### config.mk
export PLATFORM = sky130hd
export DESIGN_NAME = msgq_tx_engine
export DESIGN_NICKNAME = d
export VERILOG_FILES = /design/src/rtl/msgq_pkg.sv /design/src/rtl/msgq_ring_ptr.sv /design/src/rtl/msgq_fetch_fsm.sv /design/src/rtl/msgq_tx_engine.sv
export SDC_FILE = /design/constraint.sdc
export NUM_CORES = 1
export LEC_CHECK = 0
export ABC_AREA = 0
export ABC_CLOCK_PERIOD_IN_PS = 4400
export BUFFER_PORTS_ARGS = -buffer_cell sky130_fd_sc_hd__clkbuf_2
export CORE_ASPECT_RATIO = 1.4
export CORE_MARGIN = 2
export CORE_UTILIZATION = 50
export CTS_CLUSTER_SIZE = 12
export DETAILED_ROUTE_END_ITERATION = 16
export PLACE_DENSITY = 0.8
export SLEW_MARGIN = 5
export SYNTH_ARGS = -nofsm -noshare
export SYNTH_HDL_FRONTEND = slang
export SYNTH_SLANG_ARGS = --single-unit
### constraint.sdc
create_clock -name clk -period 4.4 [get_ports clk]
set_input_delay 0.44 -clock clk [delete_from_list [all_inputs] [get_ports clk]]
set_output_delay 0.44 -clock clk [all_outputs]
set_load 0.005 [all_outputs]
### src/rtl/msgq_pkg.sv
package msgq_pkg;
    localparam int DESC_BYTES = 32;
    localparam int BIT_TE     = 7;
    localparam int BIT_OVF    = 5;
    localparam int BIT_FULL   = 4;
    localparam int BIT_BUSY   = 2;
    localparam int BIT_EOM    = 1;
    localparam int BIT_EMPTY  = 0;
    localparam int MODE_EN    = 0;
    localparam int MODE_INC   = 1;
    localparam int MODE_F_LSB = 12;

    typedef enum logic [1:0] {ST_IDLE, ST_READ, ST_SEND} fetch_st_e;
endpackage

### src/rtl/msgq_ring_ptr.sv
module msgq_ring_ptr #(
    parameter int PTR_W = 32
) (
    input  logic             clk,
    input  logic             rst_n,
    input  logic             wr_en,
    input  logic [PTR_W-1:0] wr_val,
    input  logic             adv,
    input  logic [PTR_W-1:0] mask,
    output logic [PTR_W-1:0] ptr_q,
    output logic [PTR_W-1:0] ptr_nxt
);
    import msgq_pkg::*;

    logic [PTR_W-1:0] ptr_d;

    assign ptr_nxt = (ptr_q & ~mask) | ((ptr_q + PTR_W'(DESC_BYTES)) & mask);

    always_comb begin
        ptr_d = ptr_q;
        if (wr_en)    ptr_d = {wr_val[PTR_W-1:5], 5'b0};
        else if (adv) ptr_d = ptr_nxt;
    end

    always_ff @(posedge clk or negedge rst_n) begin
        if (!rst_n) ptr_q <= '0;
        else        ptr_q <= ptr_d;
    end
endmodule

### src/rtl/msgq_fetch_fsm.sv
module msgq_fetch_fsm #(
    parameter int PTR_W  = 32,
    parameter int SIZE_W = 13
) (
    input  logic              clk,
    input  logic              rst_n,
    input  logic              enable,
    input  logic              go,
    input  logic [PTR_W-1:0]  base,
    output logic              mem_req,
    output logic [PTR_W-1:0]  mem_addr,
    input  logic              mem_rvalid,
    input  logic [31:0]       mem_rdata,
    output logic              tx_valid,
    output logic [15:0]       tx_dest,
    output logic [1:0]        tx_mbox,
    output logic [SIZE_W-1:0] tx_size,
    output logic [PTR_W-1:0]  tx_src,
    input  logic              tx_done,
    input  logic              tx_err,
    output logic              done_o,
    output logic              err_o,
    output logic              busy_o
);
    import msgq_pkg::*;

    typedef struct packed {
        fetch_st_e         st;
        logic [1:0]        cnt;
        logic              pend;
        logic [15:0]       dest;
        logic [1:0]        mbox;
        logic [SIZE_W-1:0] size;
        logic [PTR_W-1:0]  src;
    } fsm_t;

    fsm_t s_d, s_q;
    logic unused_rdata;

    assign unused_rdata = ^mem_rdata;

    always_comb begin
        s_d     = s_q;
        mem_req = 1'b0;
        done_o  = 1'b0;
        err_o   = 1'b0;
        unique case (s_q.st)
            ST_IDLE: begin
                if (go) begin
                    s_d.st   = ST_READ;
                    s_d.cnt  = 2'd0;
                    s_d.pend = 1'b0;
                end
            end
            ST_READ: begin
                if (!enable) begin
                    s_d.st = ST_IDLE;
                end else if (!s_q.pend) begin
                    mem_req  = 1'b1;
                    s_d.pend = 1'b1;
                end else if (mem_rvalid) begin
                    s_d.pend = 1'b0;
                    case (s_q.cnt)
                        2'd0: begin
                            s_d.dest = mem_rdata[31:16];
                            s_d.mbox = mem_rdata[1:0];
                        end
                        2'd1:    s_d.size = mem_rdata[SIZE_W-1:0];
                        default: s_d.src  = mem_rdata[PTR_W-1:0];
                    endcase
                    if (s_q.cnt == 2'd2) s_d.st = ST_SEND;
                    else                 s_d.cnt = s_q.cnt + 2'd1;
                end
            end
            ST_SEND: begin
                if (!enable) begin
                    s_d.st = ST_IDLE;
                end else if (tx_err) begin
                    s_d.st = ST_IDLE;
                    err_o  = 1'b1;
                end else if (tx_done) begin
                    s_d.st = ST_IDLE;
                    done_o = 1'b1;
                end
            end
            default: s_d.st = ST_IDLE;
        endcase
    end

    always_ff @(posedge clk or negedge rst_n) begin
        if (!rst_n) s_q <= '{st: ST_IDLE, default: '0};
        else        s_q <= s_d;
    end

    assign mem_addr = base + PTR_W'({s_q.cnt, 2'b00});
    assign tx_valid = (s_q.st == ST_SEND);
    assign tx_dest  = s_q.dest;
    assign tx_mbox  = s_q.mbox;
    assign tx_size  = s_q.size;
    assign tx_src   = s_q.src;
    assign busy_o   = (s_q.st != ST_IDLE);

    AST_ONE_OUTSTANDING: assert property (@(posedge clk) disable iff (!rst_n)
        mem_req |=> !mem_req);

    AST_TX_HELD: assert property (@(posedge clk) disable iff (!rst_n)
        (tx_valid && !tx_done && !tx_err && enable) |=> (tx_valid && $stable(tx_dest) && $stable(tx_src) && $stable(tx_size)));

    AST_BUSY_WITH_TX: assert property (@(posedge clk) disable iff (!rst_n)
        (tx_valid || mem_req) |-> busy_o);
endmodule

### src/rtl/msgq_tx_engine.sv
module msgq_tx_engine #(
    parameter int PTR_W       = 32,
    parameter int MAX_ENTRIES = 2048,
    parameter int MAX_MSG     = 4096,
    localparam int SIZE_W     = $clog2(MAX_MSG) + 1,
    localparam int MAX_FIELD  = $clog2(MAX_ENTRIES) - 1
) (
    input  logic              clk,
    input  logic              rst_n,
    input  logic              reg_we,
    input  logic [1:0]        reg_sel,
    input  logic [31:0]       reg_wdata,
    output logic [31:0]       mode_rd,
    output logic [31:0]       status_rd,
    output logic [PTR_W-1:0]  enq_ptr,
    output logic [PTR_W-1:0]  deq_ptr,
    output logic              mem_req,
    output logic [PTR_W-1:0]  mem_addr,
    input  logic              mem_rvalid,
    input  logic [31:0]       mem_rdata,
    output logic              tx_valid,
    output logic [15:0]       tx_dest,
    output logic [1:0]        tx_mbox,
    output logic [SIZE_W-1:0] tx_size,
    output logic [PTR_W-1:0]  tx_src,
    input  logic              tx_done,
    input  logic              tx_err
);
    import msgq_pkg::*;

    typedef struct packed {
        logic       en;
        logic [3:0] fsz;
        logic       te;
        logic       ovf;
        logic       eom;
    } ctl_t;

    ctl_t c_d, c_q;
    logic [3:0]       f_eff;
    logic [PTR_W-1:0] mask, enq_nxt, deq_nxt;
    logic             wr_mode, wr_stat, inc_cmd, full, empty;
    logic             done_p, err_p, busy, go;
    logic             unused_wdata;

    assign unused_wdata = ^{reg_wdata[31:16], reg_wdata[11:8], reg_wdata[6], reg_wdata[4:2], reg_wdata[0]};

    assign f_eff = (c_q.fsz > 4'(MAX_FIELD)) ? 4'(MAX_FIELD) : c_q.fsz;
    assign mask  = (PTR_W'(DESC_BYTES) << ({1'b0, f_eff} + 5'd1)) - PTR_W'(1);

    assign wr_mode = reg_we && (reg_sel == 2'd0);
    assign wr_stat = reg_we && (reg_sel == 2'd1);
    assign inc_cmd = wr_mode && reg_wdata[MODE_INC];
    assign empty   = (enq_ptr == deq_ptr);
    assign full    = (enq_nxt == deq_ptr);
    assign go      = c_q.en && !c_q.te && !empty;

    msgq_ring_ptr #(.PTR_W(PTR_W)) i_enq (
        .clk(clk), .rst_n(rst_n),
        .wr_en(reg_we && (reg_sel == 2'd3)), .wr_val(reg_wdata[PTR_W-1:0]),
        .adv(inc_cmd && !full), .mask(mask),
        .ptr_q(enq_ptr), .ptr_nxt(enq_nxt)
    );

    msgq_ring_ptr #(.PTR_W(PTR_W)) i_deq (
        .clk(clk), .rst_n(rst_n),
        .wr_en(reg_we && (reg_sel == 2'd2)), .wr_val(reg_wdata[PTR_W-1:0]),
        .adv(done_p), .mask(mask),
        .ptr_q(deq_ptr), .ptr_nxt(deq_nxt)
    );

    msgq_fetch_fsm #(.PTR_W(PTR_W), .SIZE_W(SIZE_W)) i_fsm (
        .clk(clk), .rst_n(rst_n), .enable(c_q.en), .go(go), .base(deq_ptr),
        .mem_req(mem_req), .mem_addr(mem_addr),
        .mem_rvalid(mem_rvalid), .mem_rdata(mem_rdata),
        .tx_valid(tx_valid), .tx_dest(tx_dest), .tx_mbox(tx_mbox),
        .tx_size(tx_size), .tx_src(tx_src),
        .tx_done(tx_done), .tx_err(tx_err),
        .done_o(done_p), .err_o(err_p), .busy_o(busy)
    );

    always_comb begin
        c_d = c_q;
        if (wr_mode) begin
            c_d.en  = reg_wdata[MODE_EN];
            c_d.fsz = reg_wdata[MODE_F_LSB +: 4];
        end
        if (wr_stat) begin
            if (reg_wdata[BIT_TE])  c_d.te  = 1'b0;
            if (reg_wdata[BIT_OVF]) c_d.ovf = 1'b0;
            if (reg_wdata[BIT_EOM]) c_d.eom = 1'b0;
        end
        if (inc_cmd && full) c_d.ovf = 1'b1;
        if (done_p)          c_d.eom = 1'b1;
        if (err_p)           c_d.te  = 1'b1;
    end

    always_ff @(posedge clk or negedge rst_n) begin
        if (!rst_n) c_q <= '0;
        else        c_q <= c_d;
    end

    assign mode_rd   = {16'b0, c_q.fsz, 11'b0, c_q.en};
    assign status_rd = {24'b0, c_q.te, 1'b0, c_q.ovf, full, 1'b0, busy, c_q.eom, empty};

    AST_FULL_KEEPS_ENQ: assert property (@(posedge clk) disable iff (!rst_n)
        (inc_cmd && full) |=> $stable(enq_ptr));

    AST_HALT_ON_TE: assert property (@(posedge clk) disable iff (!rst_n)
        c_q.te |-> (!mem_req && !tx_valid));

    AST_DEQ_MOVES_ON_DONE: assert property (@(posedge clk) disable iff (!rst_n)
        ((deq_ptr != $past(deq_ptr)) && !$past(reg_we && (reg_sel == 2'd2))) |-> $past(tx_valid && tx_done));

    AST_IDLE_WHEN_OFF: assert property (@(posedge clk) disable iff (!rst_n)
        !c_q.en |-> !mem_req);
endmodule

* Word-level counts from Yosys, hierarchy flattened
Index checks and enable logic that the tools add are counted.
** Word-level totals
- Output and inout bits :: 225
- Register bits after elaboration :: 140
- Logic and storage cells :: 122
** Cells by class
- $add $sub $neg :: 6
- Reductions and logical operators :: 35
- Shifts and indexed selects :: 1
- Multiplexer cells :: 39
- $lt $le $gt $ge :: 1
- Eq/ne operators :: 18
- Bitwise operators :: 8
** Operator list (number)
- $mux W32 :: 5
- $and A32 B32 Y32 :: 4
- $mux W68 :: 1
- $mux W66 :: 1
- $add A32 B6 Y32 const B :: 2
- $eq A32 B32 Y1 :: 2
- $or A32 B32 Y32 :: 2
- $mux W63 :: 1
- $add A32 B4 Y32 :: 1
- $not A32 Y32 :: 1
- $shl A6 B5 Y32 const A :: 1
- $sub A32 B2 Y32 const B :: 1
- $reduce_and A5 Y1 :: 4
- $reduce_bool A2 Y1 :: 10
- $mux W18 :: 1
- $mux W1 :: 17
- $mux W13 :: 1
- $mux W2 :: 6
- $logic_and A1 B1 Y1 :: 9
- $eq A2 B2 Y1 const B :: 4
- $mux W4 :: 2
- $ne A2 B2 Y1 const B :: 4
- $eq A2 B1 Y1 const B :: 3
- $logic_not A2 Y1 :: 3
- 17 further kinds :: 22

* Depth between registers and ports, before layout
Gate-level depths: netlist of run 1.
- Depth in word-level cells :: 13
- Mapped depth :: 16
- Mapped depth without buffers :: 11

* Hierarchy
From an unflattened synthesis of run 1, not the netlist that was laid out.
** Unflattened totals
- Cell total of the unflattened synthesis :: 1061
- Area total of the unflattened synthesis :: 9914.5 sq um
** By module, submodules not included
- msgq_ring_ptr :: sequential area each 800.8 sq um, cells an instance 268, area each 2248.4 sq um, times used 2
- msgq_fetch_fsm :: sequential area each 1701.6 sq um, cells an instance 311, area each 3714.8 sq um, times used 1
- msgq_tx_engine :: sequential area each 200.2 sq um, cells an instance 214, area each 1702.9 sq um, times used 1

* Least setup slack after synthesis of run 1
Ideal clock, no wire load.
- Path type :: register to output
- Start point :: register c_q, in the netlist mode_rd[15]
- End point :: output status_rd[4]
- Cell stages (with the launch flop) :: 15
- Required time :: 3.960 ns
- Buffers on the path :: 5
- Arrival :: 2.834 ns
- Setup slack :: 1.126 ns
- Cell sequence :: dfrtp_1 -> nor4_1 -> inv_1 -> ha_1 -> clkbuf_1 -> nand2b_1 -> mux2_2 -> xnor2_1 -> mux2i_1 -> o2111a_1 -> and3_1 -> buf_6 -> buf_4 -> buf_4 -> buf_4
** On the way
- Longest elaborated chain between the ends :: 9
- Elaborated cells between the ends (all ways) :: 10
- Those cells by class :: add/sub (2); order compare (1); eq/ne (1); shift (1); mux (1); bitwise (4)
** RTL lines
- start: declaration :: line msgq_tx_engine.sv:39 : ctl_t c_d, c_q;
- start signal: assignment :: line msgq_tx_engine.sv:99 : if (!rst_n) c_q <= '0;
- start signal: assignment :: line msgq_tx_engine.sv:100 : else c_q <= c_d;
- $gt A4 B4 Y1 :: line msgq_tx_engine.sv:48 : assign f_eff = (c_q.fsz > 4'(MAX_FIELD)) ? 4'(MAX_FIELD) : c_q.fsz;
- $mux W4 * :: line msgq_tx_engine.sv:48
- $add A4 B1 Y5 * :: line msgq_tx_engine.sv:49 : assign mask = (PTR_W'(DESC_BYTES) << ({1'b0, f_eff} + 5'd1)) - PTR_W'(1);
- $shl A6 B5 Y32 * :: line msgq_tx_engine.sv:49
- $sub A32 B2 Y32 * :: line msgq_tx_engine.sv:49
- $not A32 Y32 :: line msgq_ring_ptr.sv:17 : assign ptr_nxt = (ptr_q & ~mask) | ((ptr_q + PTR_W'(DESC_BYTES)) & mask);
- $and A32 B32 Y32 :: line msgq_ring_ptr.sv:17
- $or A32 B32 Y32 * :: line msgq_ring_ptr.sv:17
- $eq A32 B32 Y1 * :: line msgq_tx_engine.sv:55 : assign full = (enq_nxt == deq_ptr);
- end: declaration :: line msgq_tx_engine.sv:14 : output logic [31:0] status_rd,
Mark *: on every way between the ends. The rest lies on a longest branch, timed or not.

* Worst setup path in the final report of run 1
- Start point :: register c_q, in the netlist mode_rd[12]
- End point :: output status_rd[4]
Same word-level chain as after synthesis.

==> summary.txt, run 1 <==
Finish
  – Commonest cells after routing, fill and taps aside: 226 x clkbuf_2, 129 x dfrtp_1, 77 x mux2_2, 67 x conb_1, 64 x nand2_1
  – Fin nets: 1019
  – Synthesis-to-finish area growth: 13.3%
  – Commonest non-fill, non-tap cell in the layout: clkbuf_2
  – Layout cells sized above 1: 37.3%
  – Fillers: 1344

Global route
  – Global-route wire length before repair: 30.4 mm
  – GRT Total Usage: 23.2%
  – Antenna violations before repair: 2
  – Met2 Use GR: 39.8%
  – Met3 global-route usage: 5.22%
  – Global route overflow: 0
  – Vias in the first global route: 5851
  – Met1 Usage GRT: 25.9%
  – GR peak layer: met2
  – Pin count of the biggest net entering global routing: 51

Detailed routing
  – Vias per cell: 5.35
  – Routed Wire Length: 19.6 mm
  – Pre-antenna DRT Iters: 7
  – Per-cell routed wire length: 17.0 um
  – DRC viols: 0
  – Via count: 6161
  – Final antenna-violating net count: 0
  – Initial DRC count: 335

Power and ir drop
  – Reg power frac: 40.8%
  – Net Sw Frac: 33.5%
  – Power Density: 519 nW/um2
  – Leakage power: 4.37 nW
  – Logic gate share of total power: 28.9%
  – Psw: 0.00155 W
  – Clock group share of total power: 30.2%
  – Internal: 0.00308 W
  – Worst vdd ir: 0.316 mV

Status
  – Status: completed

Placement
  – Gpl congestion: 0.901
  – Final HPWL DP: 14.5 mm
  – Number of port buffers: 227
  – Dpl ws: 665 ps

Timing
  – RSZ-0062 raised after global routing: no
  – Hold_ws: 37.9 ps
  – Slew HR: 36.2%
  – Final Skew: 11.3 ps
  – Max-slew violation count: 0
  – Endpoints failing setup: 0
  – Peak Freq: 246 MHz
  – Final Hold Fails: 0
  – Min Tclk post-route: 4070 ps
  – Final period utilization: 92.4%
  – Tightest Pin Transition: 955 ps
  – PnR worst setup slack: 334 ps
  – Setup TNS: 0 ps

Worst setup path
  – Crit. End Element: output port
  – Crit Path Category: reg2out
  – Worst reg2reg endpoint: i_enq.ptr_q[14]
  – Arr. time, crit path: 3630 ps
  – RR Startpoint: mode_rd[15]
  – R2r setup slk: 770 ps
  – Crit path launch type: flop
  – CP max FO: 26
  – Reg2Reg Depth: 12
  – Req. time, crit path: 3960 ps

Die
  – Core region area: 15500 um2
  – Die Y: 153 um
  – Io pins: 297
  – Cell Rows: 54
  – Die Footprint: 16800 um2
  – Die Span X: 110 um
  – Initial cell density of the core: 50.7%

CTS
  – H-Tree Depth: 4
  – CTS Buf Count: 17
  – Longest Clk Path Bufs: 2
  – Root buffer cell: clkbuf_16
  – Clk_lat worst skew: 420 ps
  – CTS tree: yes
  – Worst-path clk slew: 60 ps
  – Clk sinks: 130
  – # hold bufs at CTS: 0

Synth
  – Synth Warn #: 0
  – Syn Inst Count: 814
  – Synth unique cells: 56
  – Syn Std Cell Area: 7890 um2
  – Seq/Total Area, Yosys: 41.3%
  – Avg Inst Size Synth: 9.69 um2
  – Most used DFF post-synth: dfrtp_1
  – #FFs+latches synth: 130
  – Async S/R FF share, synth: 100%
  – EDFF count, synth: 0

Job
  – Number of max-cap violations: 0

Hold path
  – Hold WC Path Type: in2async
-- layout make-up --
class | count | area (um2) | share of cell area, %
clock inverters | 15 | 159 | 1.78
clock buffers | 17 | 425 | 4.76
well taps | 196 | 245 | 2.75
inverters | 6 | 22.5 | 0.252
diodes | 2 | 5.00 | 0.0560
multi-input cells | 547 | 3590 | 40.2
repair buffers | 239 | 1230 | 13.8
flip-flops and latches | 130 | 3250 | 36.4
-- worst max-delay path by stage --
| stage | from | to | cells past startpoint |
|---|---|---|---|
| 2_1_floorplan | mode_rd[15] | status_rd[4] | 14 |
| 3_3_place_gp | mode_rd[12] | status_rd[4] | 11 |
| 3_5_place_dp | mode_rd[12] | status_rd[4] | 11 |
| 4_1_cts | mode_rd[12] | status_rd[4] | 11 |
| 5_1_grt | mode_rd[12] | status_rd[4] | 12 |
| 6_report | mode_rd[12] | status_rd[4] | 12 |
-- state kept, by name (all words and copies together) (netlist names) --
register	count
i_deq.ptr_q	27
mode_rd	5
i_fsm.tx_size	13
i_enq.ptr_q	27
status_rd	3
i_fsm.s_q	5
i_fsm.tx_src	32
i_fsm.tx_mbox	2
i_fsm.tx_dest	16
-- critical path, stage by stage, from the launching register on --
cell,delay [ps]
dfrtp_2,480
nor4_2,80
inv_1,60
ha_1,360
nand2b_1,200
nor4_4,290
buf_4,190
and4_1,260
xnor2_1,170
o2111a_1,270
and3_1,340
buf_4,330
clkbuf_2,170
-- power groups by stage --
stage               clock network [W]  logic, W  registers, W
global placement                    0   0.00130       0.00189
detailed placement                  0   0.00134       0.00191
floorplan                           0   0.00118       0.00181
CTS                           0.00143   0.00135       0.00189
finish                        0.00140   0.00134       0.00189
global route                  0.00148   0.00150       0.00196
-- cell families (layout without fill, tap and decap cells) --
kind of cell    after synthesis  after routing  share of synthesized area (%)
simple gates                245            245                           16.1
buf+inv                     202            277                           16.4
flops                       130            130                           41.3
compound gates               90             90                           7.22
mux                          82             82                           11.6
xor+xnor                     57             57                           6.33
fa+ha+maj                     6              6                          0.952
other cells                   2             69                         0.0952
-- repair_timing --
item                                    in CTS  in global routing
endpoints found under the setup margin       0                  1
gates resized for setup                      0                  2
buffers inserted                             0                  1
-- per-stage QoR --
step | util [%] | cells | power [W] | cell area [um2]
floorplan | - | 879 | 0.00300 | 8130
global placement | 53.6 | 1117 | 0.00319 | 8330
detailed placement | 53.6 | 1117 | 0.00325 | 8330
CTS | 57.3 | 1149 | 0.00467 | 8910
global route | 57.5 | 1152 | 0.00493 | 8930
finish | 57.5 | 1152 | 0.00464 | 8930
-- cell usage after synthesis, drive strengths merged, types with 10 or more instances --
| library cell | count | share of area [%] |
|---|---|---|
| buf | 147 | 14 |
| dfrtp | 130 | 41 |
| mux2 | 77 | 11 |
| nand2 | 64 | 3.0 |
| nor2 | 54 | 2.6 |
| clkbuf | 49 | 2.3 |
| xnor2 | 35 | 3.9 |
| nand3 | 26 | 1.7 |
| a21oi | 25 | 1.6 |
| xor2 | 22 | 2.4 |
| nand4 | 20 | 1.6 |
| a31oi | 19 | 1.5 |
| o21ai | 18 | 1.1 |
| or3 | 12 | 1.0 |
| and3 | 10 | 0.79 |
| nor2b | 10 | 0.79 |
-- metal layers --
layer | vias to the layer above | part of all wire, %
li1 | 2855 | -
met5 | - | 0
met4 | 0 | 4.0
met3 | 60 | 7.5
met1 | 2951 | 37
met2 | 295 | 51
(Power assumes the default switching activity.)
==> run 2: changes to the inputs <==
PLACE_DENSITY = 0.81   (was 0.8)
==> run 2 against run 1 <==
Die area unchanged; flip-flop and latch count unchanged; critical path depth decreased by 2; clock power increased by 3%; largest power group unchanged.
==> summary.txt, run 2 (synthesized netlist as in run 1, its figures left out) <==
Timing
  – Endpoints failing setup: 0 (unchanged)
  – Min Tclk post-route: 4050 ps (was 4070 ps)
  – Final period utilization: 92.0% (was 92.4%)
  – Max-slew violation count: 0 (unchanged)
  – Tightest Pin Transition: 1030 ps (was 955 ps)
  – RSZ-0062 raised after global routing: no (unchanged)
  – PnR worst setup slack: 352 ps (was 334 ps)
  – Final Skew: 14.4 ps (was 11.3 ps)
  – Final Hold Fails: 0 (unchanged)
  – Peak Freq: 247 MHz (was 246 MHz)
  – Setup TNS: 0 ps (unchanged)
  – Slew HR: 30.9% (was 36.2%)

Die
  – Initial cell density of the core: 50.7% (unchanged)
  – Core region area: 15500 um2 (unchanged)
  – Die Footprint: 16800 um2 (unchanged)
  – Cell Rows: 54 (unchanged)
  – Io pins: 297 (unchanged)
  – Die Span X: 110 um (unchanged)
  – Die Y: 153 um (unchanged)

Detailed routing
  – Pre-antenna DRT Iters: 5 (was 7)
  – Initial DRC count: 403 (was 335)
  – Per-cell routed wire length: 17.0 um (about the same)
  – DRC viols: 0 (unchanged)
  – Via count: 6150 (was 6161)
  – Vias per cell: 5.35 (about the same)
  – Routed Wire Length: 19.6 mm (about the same)
  – Final antenna-violating net count: 0 (unchanged)

Job
  – Number of max-cap violations: 0 (unchanged)

Global route
  – Global route overflow: 0 (unchanged)
  – GRT Total Usage: 23.1% (was 23.2%)
  – Antenna violations before repair: 1 (was 2)
  – Global-route wire length before repair: 30.2 mm (was 30.4 mm)
  – Pin count of the biggest net entering global routing: 47 (was 51)
  – Vias in the first global route: 5769 (was 5851)

Finish
  – Layout cells sized above 1: 37.0% (was 37.3%)
  – Max reg flops: 32 (unchanged)
  – Fillers: 1321 (was 1344)
  – Util after Layout: 57.5% (about the same)
  – Fin nets: 1018 (was 1019)
  – Commonest cells after routing, fill and taps aside: 226 x clkbuf_2, 130 x dfrtp_1, 77 x mux2_2, 67 x conb_1, 64 x nand2_1 (was 226 x clkbuf_2, 129 x dfrtp_1, 77 x mux2_2, 67 x conb_1, 64 x nand2_1)
  – Non-Filler Instances: 1149 (was 1152)
  – Synthesis-to-finish area growth: 13.2% (was 13.3%)
  – N_diodes: 0 (was 2)
  – Commonest non-fill, non-tap cell in the layout: clkbuf_2 (unchanged)

Hold path
  – Hold WC Path Type: in2async (unchanged)

Placement
  – Dpl ws: 700 ps (was 665 ps)
  – Gpl congestion: 0.929 (was 0.901)
  – Placed insts: 1117 (unchanged)
  – Number of port buffers: 227 (unchanged)
  – Final HPWL DP: 14.8 mm (was 14.5 mm)

Power and ir drop
  – Power Density: 524 nW/um2 (was 519 nW/um2)
  – Leakage power: 4.38 nW (was 4.37 nW)
  – Worst vdd ir: 0.294 mV (was 0.316 mV)
  – Overall power: 0.00468 W (was 0.00464 W)

CTS
  – Longest Clk Path Bufs: 2 (unchanged)
  – CTS Buf Count: 17 (unchanged)
  – Post-cts sizing count: 0 (unchanged)
  – Worst-path clk slew: 60 ps (about the same)
  – Post-CTS setup buffers: 0 (unchanged)
  – # hold bufs at CTS: 0 (unchanged)
  – Root buffer cell: clkbuf_16 (unchanged)
  – Clk_lat worst skew: 410 ps (was 420 ps)
  – H-Tree Depth: 4 (unchanged)
  – Clk sinks: 130 (unchanged)
  – CTS tree: yes (unchanged)

Worst setup path
  – Crit. End Element: output port (unchanged)
  – Arr. time, crit path: 3610 ps (was 3630 ps)
  – Crit path launch type: flop (unchanged)
  – Crit Path Category: reg2out (unchanged)
  – Req. time, crit path: 3960 ps (about the same)
  – CP max FO: 13 (was 26)

Status
  – Status: completed (unchanged)
==> run 2: cell count changes in the layout (fill, tap and decap cells not counted), sizes merged <==
cell / before / now
diode: 2 / 0
bufinv: 1 / 2
clkinvlp: 3 / 1
inv: 16 / 12
buf: 13 / 12
clkinv: 1 / 6
==> run 2: report_power, final <==
group	internal [W]	switching (W)	total [W]	leakage (nW)
registers	0.00156	0.000337	0.00190	1.62
logic	0.000717	0.000622	0.00134	2.47
clock network	0.000855	0.000590	0.00144	0.294
==> run 2: worst paths after layout <==
| path | startpoint | endpoint | slack [ps] | cells after the start |
|---|---|---|---|---|
| setup / recovery | mode_rd[12] | status_rd[4] | 350 | 10 |
| hold / removal | rst_n | i_fsm.tx_src[0] | 10 | 1 |
| setup reg to reg | mode_rd[12] | i_enq.ptr_q[14] | 610 | 12 |
| hold reg to reg | status_rd[1] | status_rd[1] | 490 | 1 |
| max in group asynchronous | rst_n | i_deq.ptr_q[27] | 3400 | 2 |
| min in group clk | reg_wdata[18] | i_enq.ptr_q[18] | 230 | 3 |
==> run 2: layer usage <==
metal	wire [um]	global-route usage, %	vias to the layer above
met5	0	0	-
met3	1560	5.90	49
met1	7220	26.3	2932
met2	10100	40.0	307
li1	-	-	2862
met4	692	10.0	0
==> run 2: layout make-up <==
class,count,area [um2],area share (%)
clock buffer,17,425,4.76
clock inverter,15,176,1.98
inverter,6,22.5,0.252
multi-input combinational,547,3580,40.1
sequential,130,3250,36.4
tap,196,245,2.75
timing repair buffer,238,1220,13.7
==> run 2: stage by stage <==
stage / instance area [um2] / hold slack (ps)
finish: 8930 / 9.94
global route: 8930 / 35.3
CTS: 8930 / 12.5
detailed placement: 8330 / 449
global placement: 8330 / 449
floorplan: 8130 / 144
==> run 2: critical path, cell delays in order, from the launching register on <==
cell and delay, ps:
dfrtp_1 550, nor4_1 110, inv_1 80, ha_1 360, nand2b_1 190, nor4_4 480
mux2i_1 150, a22o_1 260, nor4_2 280, and3_1 510, clkbuf_2 220
